==> src/rtl/nand_ecc_pkg.sv <==
package nand_ecc_pkg;

  // Mask of bit positions j (within a data word) whose index has bit k set.
  function automatic logic [31:0] idx_mask(input int k);
    logic [31:0] m;
    for (int j = 0; j < 32; j++) begin
      m[j] = ((j >> k) & 1) != 0;
    end
    return m;
  endfunction

endpackage

==> src/rtl/nand_ecc_contrib.sv <==
// Per-byte contribution to the set and clear parity words.
module nand_ecc_contrib #(
  parameter int DATA_W  = 8,
  parameter int BADDR_W = 8,
  localparam int BIDX_W = $clog2(DATA_W),
  localparam int AW     = BADDR_W + BIDX_W
) (
  input  logic [DATA_W-1:0]  data_i,
  input  logic [BADDR_W-1:0] baddr_i,
  output logic [AW-1:0]      set_o,
  output logic [AW-1:0]      clr_o
);
  logic bpar;
  assign bpar = ^data_i;

  for (genvar k = 0; k < AW; k++) begin : g_bit
    if (k < BIDX_W) begin : g_pos
      localparam logic [31:0] MK = nand_ecc_pkg::idx_mask(k);
      assign set_o[k] = ^(data_i & MK[DATA_W-1:0]);
      assign clr_o[k] = ^(data_i & ~MK[DATA_W-1:0]);
    end else begin : g_byte
      assign set_o[k] = baddr_i[k-BIDX_W] & bpar;
      assign clr_o[k] = ~baddr_i[k-BIDX_W] & bpar;
    end
  end
endmodule

==> src/rtl/nand_ecc_ctr.sv <==
// Byte position within the transfer and chunk selection.
module nand_ecc_ctr #(
  parameter int BADDR_W = 8,
  localparam int CNT_W  = BADDR_W + 1
) (
  input  logic               clk,
  input  logic               rst,
  input  logic               clr_i,
  input  logic               adv_i,
  input  logic               wide_i,
  output logic [BADDR_W-1:0] baddr_o,
  output logic               bank_o
);
  logic [CNT_W-1:0] cnt_q;
  logic [CNT_W-1:0] cnt_nx;

  always_comb begin
    if (wide_i) cnt_nx = cnt_q + CNT_W'(1);
    else        cnt_nx = {1'b0, cnt_q[BADDR_W-1:0] + BADDR_W'(1)};
  end

  always_ff @(posedge clk) begin
    if (rst || clr_i)  cnt_q <= '0;
    else if (adv_i)    cnt_q <= cnt_nx;
  end

  assign baddr_o = cnt_q[BADDR_W-1:0];
  assign bank_o  = wide_i & cnt_q[CNT_W-1];
endmodule

==> src/rtl/nand_ecc_bank.sv <==
// One chunk's register pair, packed as {clear word, set word}.
module nand_ecc_bank #(
  parameter int AW = 11
) (
  input  logic            clk,
  input  logic            rst,
  input  logic            clr_i,
  input  logic            hit_i,
  input  logic [AW-1:0]   set_i,
  input  logic [AW-1:0]   clrw_i,
  output logic [2*AW-1:0] code_o
);
  logic [AW-1:0] set_q;
  logic [AW-1:0] clr_q;

  always_ff @(posedge clk) begin
    if (rst || clr_i) begin
      set_q <= '0;
      clr_q <= '0;
    end else if (hit_i) begin
      set_q <= set_q ^ set_i;
      clr_q <= clr_q ^ clrw_i;
    end
  end

  assign code_o = {clr_q, set_q};
endmodule

==> src/rtl/nand_ecc_gen.sv <==
module nand_ecc_gen #(
  parameter int DATA_W      = 8,
  parameter int CHUNK_BYTES = 256,
  localparam int BADDR_W    = $clog2(CHUNK_BYTES),
  localparam int AW         = BADDR_W + $clog2(DATA_W),
  localparam int CODE_W     = 2 * AW,
  localparam int NBANK      = 2
) (
  input  logic              clk,
  input  logic              rst,
  input  logic              clr_i,
  input  logic              mode512_i,
  input  logic              valid_i,
  input  logic [DATA_W-1:0] byte_i,
  output logic [CODE_W-1:0] code0_o,
  output logic [CODE_W-1:0] code1_o
);
  logic               accept;
  logic [BADDR_W-1:0] baddr;
  logic               bank;
  logic [AW-1:0]      c_set;
  logic [AW-1:0]      c_clr;
  logic [CODE_W-1:0]  bank_code [NBANK];

  assign accept = valid_i & ~clr_i;

  nand_ecc_ctr #(.BADDR_W(BADDR_W)) u_ctr (
    .clk     (clk),
    .rst     (rst),
    .clr_i   (clr_i),
    .adv_i   (accept),
    .wide_i  (mode512_i),
    .baddr_o (baddr),
    .bank_o  (bank)
  );

  nand_ecc_contrib #(.DATA_W(DATA_W), .BADDR_W(BADDR_W)) u_contrib (
    .data_i  (byte_i),
    .baddr_i (baddr),
    .set_o   (c_set),
    .clr_o   (c_clr)
  );

  for (genvar g = 0; g < NBANK; g++) begin : g_bank
    logic hit;
    assign hit = accept & (bank == 1'(g));
    nand_ecc_bank #(.AW(AW)) u_bank (
      .clk    (clk),
      .rst    (rst),
      .clr_i  (clr_i),
      .hit_i  (hit),
      .set_i  (c_set),
      .clrw_i (c_clr),
      .code_o (bank_code[g])
    );
  end

  assign code0_o = bank_code[0];
  assign code1_o = bank_code[1];
endmodule

==> config.mk <==
export PLATFORM = sky130hd
export DESIGN_NAME = nand_ecc_gen
export DESIGN_NICKNAME = d
export VERILOG_FILES = /design/src/rtl/nand_ecc_pkg.sv /design/src/rtl/nand_ecc_contrib.sv /design/src/rtl/nand_ecc_ctr.sv /design/src/rtl/nand_ecc_bank.sv /design/src/rtl/nand_ecc_gen.sv
export SDC_FILE = /design/constraint.sdc
export NUM_CORES = 1
export LEC_CHECK = 0
export ABC_AREA = 0
export BUFFER_PORTS_ARGS = -buffer_cell sky130_fd_sc_hd__buf_2
export CAP_MARGIN = 15
export CORE_ASPECT_RATIO = 0.8
export CORE_MARGIN = 2
export CORE_UTILIZATION = 57
export CTS_CLUSTER_DIAMETER = 60
export DETAILED_ROUTE_END_ITERATION = 12
export PLACE_DENSITY = 0.91
export RECOVER_POWER = 100
export SETUP_SLACK_MARGIN = 0.05
export SLEW_MARGIN = 40
export SYNTH_ARGS = -nofsm -noshare
export SYNTH_HDL_FRONTEND = slang
export SYNTH_SLANG_ARGS = --single-unit
==> constraint.sdc <==
create_clock -name clk -period 4.3 [get_ports clk]
set_input_delay 0.215 -clock clk [delete_from_list [all_inputs] [get_ports clk]]
set_output_delay 0.215 -clock clk [all_outputs]
set_load 0.03 [all_outputs]
==> results.txt, run 1 <==
- Status: finished clean
* # H-tree levels: 2
- Number of antenna violations at the first check in global routing: 0
- The portion of synthesized area spent on multiplexers is 0.00418.
- Entering global routing, the biggest net connects 65 pins.
* Clock transition time at the flip-flop clock pins of the worst setup and hold paths: 80 ps
- Clock Sink Count: 53
- Synth Area per Inst: 8.53 µm²
- In the routed design, unresolved DRC markers number 0.
- The number of nets in the synthesized netlist is between 200 and 300.
* Layout cell share with drive strength beyond 1: 0.0627
* Initial cell density of the core: 0.585
- For this run, the slowest stage of the critical path takes 670 ps.
- Sort of element at the end of the critical path: flop
- After clock tree synthesis, the repair step resized 0 gates.
- For this block, the initial DRC count from the detailed router was roughly 140.
- Die height: a little over 60 µm
- Of the total power, the clock network draws 0.297.
* Total negative slack for setup checks: 0 ps
- Buffers inserted during clock tree synthesis total 5.
- The clock reaches the later pin of the worst-skew pair after ~310 ps.
- XOR/XNOR Fraction of Synth Area: 0.0804
- Detailed routing placed a total of between 2000 and 3000 µm of wire on met2.
- After legalization and detailed placement, the total HPWL measured between 3000 and 4000 µm.
- Fin nets: between 300 and 400
- Summed over all nets, the switching power comes to ~280 µW.
- The mapped netlist covers between 2000 and 2500 µm².
- TritonCTS clock tree: built
- Final clock period utilization by the worst path: 0.465
- Setup slack on the worst reg-to-reg path comes out at 2400 ps.
- With fillers left out, the area of the finished cells amounts to 2700 µm².
- Lkg Pwr: approximately 0.00090 µW
* Antenna diode count: 0
- The cell sitting at the root of the clock tree is a sky130_fd_sc_hd__clkbuf_8.
* Buffers on Ports: between 50 and 60
- Yosys Warn Count: 0
- Final Util: 0.658
- HP Class: in2reg
* Antenna-violating nets left: 0
* CTS hold repair buffers: 0
* Transition time at the pin with the least slew margin: approximately 860 ps
* Number of maximum-capacitance constraint violations: 0
- The number of setup buffers added after CTS is 0.
- The compound-gate portion of the synthesized area is 0.188.
- Layout filler cell count: about 360
- Distinct cells, synth: 23
- Setup violations remaining at the end of the flow were counted as 0.
- Share of total power in sequential cells: 0.532
- Combinational family with the most area after synthesis: simple AND/OR/NAND/NOR gates
- Global-route wire length before repair: 9080 µm
- Traced cell by cell, the critical path runs through clkbuf_1, nor2b_1, nand3_1, or4_1, a21oi_1.
- Wire segments on met3 add up to ~320 µm in the final route.
* Achievable Freq: around 0.50 GHz
- In the final routed layout, each cell accounts on average for between 10 and 15 µm.
- In this run the tightest slew margin relative to its limit is 0.423.
- Layout-stage area growth over the synthesis result: 12.5%
- Fraction of the mapped netlist area in adder cells: 0.00522
- Of the synthesized area, sequential elements account for 0.443.
- The routed layout has approximately 2200 vias.
- Fraction of power spent switching nets: 0.296
* Number of detailed-route iterations in the first pass: 4
- Dominant delay contributor by cell family on the critical path: simple AND/OR/NAND/NOR gates
- Bufs and invs on worst path: 1
- Synthesis produced between 200 and 300 cells.
- Setup repair after global routing missed its margin: false
- Internal power comes to approximately 670 µW.
- For this design the ratio of total power to cell area is between 300 and 400 nW/µm².
- Total overflow reported by the global router: 0
- Clock Skews: around 1.8 ps
- Number of hold-slack violations in the final timing report: 0
* Maximum clock insertion buffer count: 2
- Hold is met by 245 ps.
- All-layer global routing usage: 0.246
- Arrival time at the worst endpoint: ~2200 ps
- STA puts the critical path data required time at 4540 ps.
- Largest fanout of any net on the critical path: 28
- The slowest stage of the critical path belongs to the cell sky130_fd_sc_hd__or4_1.
- By startpoint and endpoint, the worst setup path is classified as in2reg.
* Met1 WL: approximately 2600 µm
* Num ports: 57
* Std-Cell Core Area: ~4000 µm²
- Horiz. Die Dim: 76.5 µm
- The congestion estimate from routability-driven global placement came to about 0.75.
- Using the TritonRoute via totals, the vias-per-cell ratio works out to approximately 6.
* Total routed wirelength: about 5600 µm
- Uppermost layer routed: met4
- Synthesized-area fraction occupied by and/or/nand/nor cells: 0.237
- STA classifies the critical path startpoint as a primary input.
* Time the final worst path needs with I/O delays and setup: between 1500 and 2000 ps
* Cell Count Post-Placement: between 300 and 400
- The total count of max-transition violations in the final report came to 0.
- Die footprint: 4740 µm²
- For this run, the number of standard cells in the final layout without fillers is ~380.
- The share of total power dissipated in combinational logic is 0.170.
- Via count of the first global-routing pass: between 1500 and 2000
- Across the VDD grid, the largest voltage drop is roughly 0.23 mV.
- Summing all placed instances gives a cell area of around 2700 µm².
* Flip-flop and latch count after synthesis: 53
- After floorplanning, the core was divided into 21 placement rows.
[synthesized netlist by cell type (all sizes together)]
cell | count | share of area
or3 | 13 | 0.034
and3 | 3 | 0.0078
ha | 1 | 0.0052
or4 | 32 | 0.10
nor3 | 2 | 0.0042
nor2 | 8 | 0.013
nand2 | 39 | 0.061
a21oi | 29 | 0.061
o211ai | 16 | 0.050
nand4 | 2 | 0.0052
or2 | 1 | 0.0026
and2 | 1 | 0.0026
clkbuf | 19 | 0.030
nor2b | 2 | 0.0052
o21ai | 13 | 0.027
o31ai | 16 | 0.050
buf | 7 | 0.013
dfxtp | 53 | 0.44
nand3 | 1 | 0.0021
xnor2 | 17 | 0.062
mux2i | 1 | 0.0042
xor2 | 5 | 0.018
[power by group through the flow]
stage               logic, µW  registers (µW)  clock network, µW
global route              180             504                307
global placement          151             513                  0
finish                    161             503                281
CTS                       160             502                284
detailed placement        158             514                  0
floorplan                 113             524                  0
[worst reg2reg max path, delay by kind of cell (launching register included)]
| kind | cells | cell delay [ps] |
|---|---|---|
| compound gates | 1 | 160 |
| simple gates | 2 | 1280 |
| flops | 1 | 390 |
[worst paths after layout]
kind | cells past startpoint | from | to
hold / removal | 3 | mode512_i | u_ctr.cnt_q[8]$_SDFFE_PP0P_
setup / recovery | 5 | valid_i | g_bank[1].u_bank.clr_q[6]$_SDFFE_PP0P_
setup reg to reg | 3 | u_ctr.cnt_q[8]$_SDFFE_PP0P_ | g_bank[1].u_bank.clr_q[6]$_SDFFE_PP0P_
hold reg to reg | 2 | g_bank[0].u_bank.clr_q[10]$_SDFFE_PP0P_ | g_bank[0].u_bank.clr_q[10]$_SDFFE_PP0P_
[per-layer routing]
layer / track usage / vias to the layer above
met2: 0.412 / 54
met4: 0.101 / 0
met1: 0.309 / 1027
met3: 0.0723 / 9
li1: - / 1107
met5: 0 / -
[final cells by class]
type	count	area [µm²]	share of cell area
clock buffer	7	86.3	0.0320
multi-input combinational	202	1250	0.463
timing repair buffer	57	230	0.0854
tap	57	71.3	0.0265
sequential	53	1060	0.394
[per-stage QoR]
step,power (µW),worst slack [ps]
floorplan,637,2630
global placement,665,2280
detailed placement,672,2090
CTS,946,2400
global route,990,2080
finish,945,2300
[placed cells by master (no fill, tap or decap)]
cell,synthesis,routed
sky130_fd_sc_hd__a21oi_1,29,29
sky130_fd_sc_hd__and2_1,1,1
sky130_fd_sc_hd__and3_1,3,3
sky130_fd_sc_hd__buf_2,3,10
sky130_fd_sc_hd__buf_4,0,1
sky130_fd_sc_hd__clkbuf_1,19,47
sky130_fd_sc_hd__clkbuf_8,0,6
sky130_fd_sc_hd__dfxtp_1,53,53
sky130_fd_sc_hd__ha_1,1,1
sky130_fd_sc_hd__mux2i_1,1,1
sky130_fd_sc_hd__nand2_1,39,39
sky130_fd_sc_hd__nand3_1,1,1
sky130_fd_sc_hd__nand4_1,2,2
sky130_fd_sc_hd__nor2_1,8,7
sky130_fd_sc_hd__nor2_2,0,1
sky130_fd_sc_hd__nor2b_1,2,2
sky130_fd_sc_hd__nor3_1,2,2
sky130_fd_sc_hd__o211ai_1,16,16
sky130_fd_sc_hd__o21ai_0,13,13
sky130_fd_sc_hd__o31ai_1,16,16
sky130_fd_sc_hd__or2_4,0,1
sky130_fd_sc_hd__or3_1,13,13
sky130_fd_sc_hd__or4_1,32,32
sky130_fd_sc_hd__xnor2_1,17,16
sky130_fd_sc_hd__xnor2_2,0,1
sky130_fd_sc_hd__xor2_1,5,5
[flip-flops by register name, summed over array words and instances (netlist names)]
register	count
g_bank.u_bank.clr_q	22
g_bank.u_bank.set_q	22
u_ctr.cnt_q	9
[logic make-up (layout without fill, tap and decap cells)]
family          after synthesis  count (layout)
buf+inv                      26              64
flops                        53              53
simple gates                104             104
mux                           1               1
xor+xnor                     22              22
compound gates               74              74
fa+ha+maj                     1               1
Note: power is estimated with default switching activity, not from simulation.
==> run 2, diff against run 1 <==
CORE_UTILIZATION = 48   (was 57)
PLACE_DENSITY = 0.82   (was 0.91)
clock period = 1.75 ns   (was 4.3 ns; I/O delays follow)
==> run 2 against run 1 <==
Final area increased by 3.5%. Clock power increased to 3.4 times the previous value. Utilization decreased by 6.5 points. Largest power group unchanged. Worst hold slack got worse by 130 ps. First-iteration DRC count increased by 35%. Die area increased by 18%. Combinational power increased to 2.6 times the previous value. Flip-flop and latch count unchanged.
==> results.txt, run 2 (synthesis results as in run 1) <==
- The flow ran to the end, and the final reports show no timing, DRC or antenna violations.
- All-layer global routing usage: 0.200
- Detailed placement finished with a half-perimeter wire length of between 3000 and 4000 µm.
* Top library cells by usage in the layout, fill and taps aside: 53 x sky130_fd_sc_hd__dfxtp_1, 45 x sky130_fd_sc_hd__clkbuf_1, 39 x sky130_fd_sc_hd__nand2_1
- Of the available clock period, the critical path in the final layout requires 0.910.
* Number of antenna violations at the first check in global routing: 0
* Fin nets: 340
- Across the VDD grid, the largest voltage drop is ~0.47 mV.
- Post-layout instance area: roughly 2800 µm²
- Leading registers by flop count: g_bank.u_bank.clr_q x22, g_bank.u_bank.set_q x22, u_ctr.cnt_q x9
- Via count of the first global-routing pass: 1902
- Number of resized instances in the post-cts repair step: 0
- The endpoint identified for the worst register-to-register timing path is g_bank[0].u_bank.clr_q[3]$_SDFFE_PP0P_.
- Layout cell share with drive strength beyond 1: 0.0887
* Max Slew Vio Count: 0
- HP Class: in2reg
* Std-Cell Core Area: roughly 4700 µm²
- Achievable Freq: around 0.63 GHz
- Lkg Pwr: ~0.00095 µW
- Number of maximum-capacitance constraint violations: 0
* # H-tree levels: 2
- Die footprint: approximately 5600 µm²
- TritonCTS clock tree: built
- Non-filler instance count after layout: slightly below 400
- Total overflow reported by the global router: 0
- For this run, the share of the core covered by cells in the final layout is 0.593.
* Number of setup buffers added after CTS: 0
- Reg-to-reg critical path startpoint: u_ctr.cnt_q[8]$_SDFFE_PP0P_
* Worst setup endpoint: g_bank[0].u_bank.clr_q[3]$_SDFFE_PP0P_
- Once placement finished, the instance area stood at ~2700 µm².
- Average routed wire per standard cell: ~14 µm
- Startpoint type of the worst setup path: primary input
* Global routing met2 resource utilization: 0.340
- Counting the buffers created by CTS gives 5.
- Placer congestion estimate: around 0.75
- Maximum number of pins on one net before global-route repair: 65
- Starting DRT DRC Count: about 190
* Per-cell via count in the routed design: 5.72
- From synthesis to final layout, the design area changed by 16.4%.
- For this configuration, the core starts out at a cell density of 0.509.
- Sort of element at the end of the critical path: flop
- The clock passes through at most 2 buffers.
- Input and output buffers added on the ports amount to 56.
* Total power divided by cell area: around 930 nW/µm²
- The first global-routing pass estimated between 9000 and 10000 µm of wire.
* Global-route track usage on met1: 0.257
- Die height: between 60 and 70 µm
- Hold Path Origin: mode512_i
- Commonest non-fill, non-tap cell in the layout: sky130_fd_sc_hd__dfxtp_1
- After global routing, the most crowded layer is met2.
* GR Util met3: 0.0489
* Overall power consumption: 2610 µW
- At the worst endpoint, the required time is a little under 2000 ps.
- CTS hold repair buffers: 0
- The clock reaches the later pin of the worst-skew pair after 300 ps.
* Arrival time at the worst endpoint: roughly 1800 ps
- The worst pin sits at a relative slew slack of 0.644.
- Worst setup path startpoint: byte_i[6]
* Antenna-violating nets left: 0
- Setup repair after global routing missed its margin: false
- Setup slack on the worst reg-to-reg path comes out at 250 ps.
* Number of hold-slack violations in the final timing report: 0
- In this run the core area contains 22 standard-cell rows.
* Vias after detailed routing: 2214
- Of all nets on the critical path, the largest fanout is 64.
- DRC: 0
- In this run the count of I/O pins placed on the die edge is 57.
- CTS root buf: sky130_fd_sc_hd__clkbuf_8
* Transition time at the pin with the least slew margin: roughly 530 ps
* Horiz. Die Dim: roughly 83 µm
- The smallest clock period supported by the final layout is computed as ~1600 ps.
- Wires add up to 5500 µm.
- Number of detailed-route iterations in the first pass: 4
* Clock transition time at the flip-flop clock pins of the worst setup and hold paths: 90 ps
- Final setup violation count: 0
- Clock Sink Count: 53
* Cell Count Post-Placement: about 380
- The number of antenna diodes in the final layout is 0.
- On the final layout, the worst clock skew is approximately 8.6 ps.
- By startpoint and endpoint, the worst setup path is classified as in2reg.
- Depth of the worst register-to-register path: 5
[run 2: cell count changes in the layout (fill, tap and decap cells not counted), moves of 2 or more]
cell / delta
sky130_fd_sc_hd__buf_4: +5
sky130_fd_sc_hd__bufinv_16: +2
sky130_fd_sc_hd__clkbuf_1: -2
sky130_fd_sc_hd__clkbuf_2: +2
[run 2: worst min path at each step]
stage / end / slack [ps] / cells after the start
after floorplan: u_ctr.cnt_q[0]$_SDFFE_PP0P_ / 220 / 2
after global placement: u_ctr.cnt_q[8]$_SDFFE_PP0P_ / 410 / 3
after detailed placement: u_ctr.cnt_q[0]$_SDFFE_PP0P_ / 420 / 3
after CTS: u_ctr.cnt_q[8]$_SDFFE_PP0P_ / 110 / 3
after global routing: u_ctr.cnt_q[1]$_SDFFE_PP0P_ / 120 / 3
final: u_ctr.cnt_q[8]$_SDFFE_PP0P_ / 110 / 3
[run 2: layout make-up]
class / instances / area, µm²
well taps: 60 / 75.1
clock buffers: 5 / 68.8
fillers: 441 / 1920
clock inverters: 3 / 65.1
repair buffers: 64 / 279
multi-input cells: 202 / 1240
flip-flops and latches: 53 / 1060
[run 2: report_power, final]
| part | switching, µW | internal (µW) |
|---|---|---|
| registers | 14.9 | 1220 |
| logic | 299 | 114 |
| clock network | 392 | 568 |
| total | 706 | 1900 |
[run 2: per-stage QoR]
stage | worst slack, ps | hold WS [ps] | setup TNS (ps)
2_1_floorplan | 203 | 224 | 0
3_3_place_gp | 92.2 | 414 | 0
3_5_place_dp | -11.2 | 425 | -15.6
4_1_cts | 251 | 107 | 0
5_1_grt | 74.4 | 121 | 0
6_report | 158 | 115 | 0
[run 2: metal layers]
layer | wire [µm] | part of all wire
met1 | 2610 | 0.47
met4 | 24 | 0.0044
met3 | 260 | 0.047
met2 | 2610 | 0.47
met5 | 0 | 0
[run 2: worst max-delay path: stages]
cell	delay, ps
sky130_fd_sc_hd__clkbuf_1	110
sky130_fd_sc_hd__xnor2_1	160
sky130_fd_sc_hd__xnor2_1	370
sky130_fd_sc_hd__xnor2_2	110
sky130_fd_sc_hd__buf_4	300
sky130_fd_sc_hd__or4_1	520
sky130_fd_sc_hd__a21oi_1	150
==> run 3, diff against run 2 <==
ABC_AREA = 1   (was 0)
CELL_PAD_IN_SITES_DETAIL_PLACEMENT = 1   (was not set)
CELL_PAD_IN_SITES_GLOBAL_PLACEMENT = 2   (was not set)
CORE_UTILIZATION = 26   (was 48)
==> run 3 against run 2 <==
Total power up 0.83%. Largest power group unchanged. First-iteration DRC count decreased by 37%. Clock-buffer cell count grew 2. Highest routed layer unchanged. Non-clock buffer count fell by 1. Final cell count increased by 73%.
==> results.txt, run 3 <==
- For this run, the register share of the synthesized area comes to 0.354.
- Number of synthesized flops with an enable pin: 0
* Largest cells by area after synthesis: sky130_fd_sc_hd__dfxtp_1 35%, sky130_fd_sc_hd__nand2_1 16%, sky130_fd_sc_hd__inv_1 12%
- For the worst-skew pair, the clock arrives at the later sink with an insertion delay of ~290 ps.
* Layout-stage area growth over the synthesis result: 17.1%
- Sort of element at the end of the critical path: flop
- Measured along the y axis, the die boundary spans around 100 µm.
- Data required time at the worst endpoint: 1980 ps
- Using the TritonRoute via totals, the vias-per-cell ratio works out to roughly 4.6.
- Buffers on Ports: 56
- Average routed wire per standard cell: around 13 µm
* Cell Count Post-Placement: 660
- Adding up every negative setup slack in the final design gives 0 ps.
- Layout cell share with drive strength beyond 1: 0.0904
- Num ports: 57
- Dominant register cell in the synthesized netlist: sky130_fd_sc_hd__dfxtp_1
- Total nets after synthesis: 483
- The total overflow left after global routing is 0.
- The cell area that synthesis handed to floorplanning was 2990 µm².
- Number of antenna violations at the first check in global routing: 0
- Fraction of power spent switching nets: 0.271
* Site row count: 35
* Overall power consumption: approximately 2600 µW
- The final layout contains routed wiring with a total length of between 8000 and 9000 µm.
- The compound-gate portion of the synthesized area came to 0.0334.
* Clock Sink Count: 53
- Flip-flop and latch count after synthesis: 53
* Distinct cells, synth: 24
- In the final design database the tool counted about 530 nets.
* Minimum setup slack among reg-to-reg paths: roughly 290 ps
- In this run the standard cell core region covers roughly 11000 µm².
- Vias after detailed routing: around 3000
* Commonest non-fill, non-tap cell in the layout: sky130_fd_sc_hd__nand2_1
* Horiz. Die Dim: around 120 µm
- The final count of hold timing violations was 0.
- The share of synthesized area in the top cell type comes to 0.354.
* Number of resized instances in the post-cts repair step: 0
* Via count of the first global-routing pass: slightly above 3000
* Clock transition time at the flip-flop clock pins of the worst setup and hold paths: 70 ps
* Top library cells by usage in the layout, fill and taps aside: 124 x sky130_fd_sc_hd__nand2_1, 95 x sky130_fd_sc_hd__inv_1, 56 x sky130_fd_sc_hd__nor2_1
* Clock network fraction of design power: 0.408
- CTS built an H-tree with a depth of 2.
- Leading registers by flop count: g_bank.u_bank.clr_q x22, g_bank.u_bank.set_q x22, u_ctr.cnt_q x9
* Clock Skews: 5.92 ps
* Number of setup buffers added after CTS: 0
- Of all nets on the critical path, the largest fanout is 24.
- Starting DRT DRC Count: around 120
- Averaged over all synthesized cells, the footprint is ~6.4 µm².
- For this design, the CTS-stage hold fixing added 0 buffers.
* Transition time at the pin with the least slew margin: between 400 and 500 ps
* Total power divided by cell area: ~750 nW/µm²
- Most used standard cells in the synthesized netlist: 124 x sky130_fd_sc_hd__nand2_1, 95 x sky130_fd_sc_hd__inv_1, 57 x sky130_fd_sc_hd__nor2_1
- In the routed design, unresolved DRC markers number 0.
- Number of maximum-capacitance constraint violations: 0
- Antenna diode count: 0
- Maximum number of pins on one net before global-route repair: 65
- Internal cell power: about 1900 µW
- Time the final worst path needs with I/O delays and setup: about 1500 ps
- Arrival time at the worst endpoint: around 1700 ps
* Combinational family with the most area after synthesis: simple AND/OR/NAND/NOR gates
* Startpoint type of the worst setup path: flop
- The total count of max-transition violations in the final report is 0.
- Setup violations remaining at the end of the flow were counted as 0.
- Of the total synthesized cell area, the portion taken by full adders, half adders and majority gates is 0.00418.
* Die footprint: between 10000 and 15000 µm²
- In the global route stage, overall resource usage came out at 0.149.
* Lkg Pwr: 0.00144 µW
- Post-synthesis mux area share: 0
* Synthesized-area fraction occupied by and/or/nand/nor cells: 0.413
* XOR/XNOR Fraction of Synth Area: 0.0263
- At the end of routability-driven placement, the weighted congestion stood at ~0.7.
- VDD sags by at most 0.386 mV.
* Most common cell in the netlist: sky130_fd_sc_hd__nand2_1
* Worst setup path category: reg2reg
- Headroom to the max-slew limit: 0.705
- Of all cell types, the one taking the most synthesized area is sky130_fd_sc_hd__dfxtp_1.
- In this run the remaining antenna-violating nets after routing total 0.
- Of the available clock period, the critical path in the final layout requires 0.832.
- The run finished with clean final reports.
- Excluding fillers, the count of instances in the completed layout stands at around 670.
- Of the total power, combinational logic draws 0.126.
- Initial cell density of the core: 0.263
- Setup repair after global routing left no endpoint under its margin.
* Syn Inst Count: between 400 and 500
- HP Class: in2reg
- In this run the clock root is driven by a sky130_fd_sc_hd__clkbuf_16.
* Detailed placement HPWL: approximately 6600 µm
- TritonCTS clock tree: built
* Total clock buffers created by CTS: 5
* Achievable Freq: roughly 0.7 GHz
* Switching power: approximately 710 µW
* Global-route wire length before repair: between 10000 and 15000 µm
- Of all flip-flops after synthesis, the portion carrying an async set or reset was 0.
- The first detailed-routing pass took 4 iterations.
- Share of total power in sequential cells: 0.465
- The Yosys step of the flow raised 0 warnings.
- Maximum clock insertion buffer count: 2
run 3: power by group through the flow:
stage                     clock, µW  sequential [µW]  combinational (µW)
after floorplan                   0             1270                 258
after detailed placement          0             1250                 343
after global routing           1160             1220                 375
final                          1070             1220                 333
after CTS                      1120             1220                 343
after global placement            0             1250                 327
run 3: stage by stage:
step                setup slack [ps]  hold slack [ps]  area (µm²)   util
floorplan                        544              250        2990      -
global placement                 308              412        3420  0.301
detailed placement               231              422        3420  0.301
CTS                              282              104        3580  0.315
global route                     182              126        3510  0.308
finish                           295              111        3510  0.308
run 3: logic make-up (layout without fill, tap and decap cells):
family | count (synthesis) | count (layout)
adders and majority gates | 1 | 1
DFF | 53 | 53
AOI/OAI and AO/OA | 20 | 20
buffers and inverters | 119 | 170
xor gates and xnor gates | 9 | 9
and+or+nand+nor | 267 | 267
run 3: cell type report:
cell class | instances | area (µm²)
Clock inverter | 1 | 5.00
Timing Repair Buffer | 63 | 312
Multi-Input combinational cell | 297 | 1420
Clock buffer | 7 | 153
Tap cell | 148 | 185
Sequential cell | 53 | 1060
Inverter | 99 | 372
Fill cell | 1482 | 7880
run 3: path summary, 6_finish.rpt:
| kind | start | endpoint | cells after the start |
|---|---|---|---|
| worst max-delay path | u_ctr.cnt_q[8]$_SDFFE_PP0P_ | g_bank[0].u_bank.clr_q[6]$_SDFFE_PP0P_ | 8 |
| worst min-delay path | valid_i | u_ctr.cnt_q[0]$_SDFFE_PP0P_ | 3 |
| worst max register to register | u_ctr.cnt_q[8]$_SDFFE_PP0P_ | g_bank[0].u_bank.clr_q[6]$_SDFFE_PP0P_ | 8 |
| worst min register to register | g_bank[1].u_bank.clr_q[2]$_SDFFE_PP0P_ | g_bank[1].u_bank.clr_q[2]$_SDFFE_PP0P_ | 1 |
run 3: worst max-delay path, stage by stage, from the launching register on:
cell	delay, ps
sky130_fd_sc_hd__dfxtp_1	320
sky130_fd_sc_hd__nand2_1	120
sky130_fd_sc_hd__nand2_1	130
sky130_fd_sc_hd__inv_2	270
sky130_fd_sc_hd__buf_12	210
sky130_fd_sc_hd__nand3_1	90
sky130_fd_sc_hd__nand2_1	100
sky130_fd_sc_hd__inv_1	50
sky130_fd_sc_hd__nor2_1	100
run 3: per-layer routing:
layer / vias to the layer above / global-route usage / part of all wire
li1: 1527 / - / -
met1: 1474 / 0.186 / 0.46
met2: 37 / 0.261 / 0.49
met3: 9 / 0.0307 / 0.035
met4: 0 / 0.0398 / 0.012
met5: - / 0 / 0
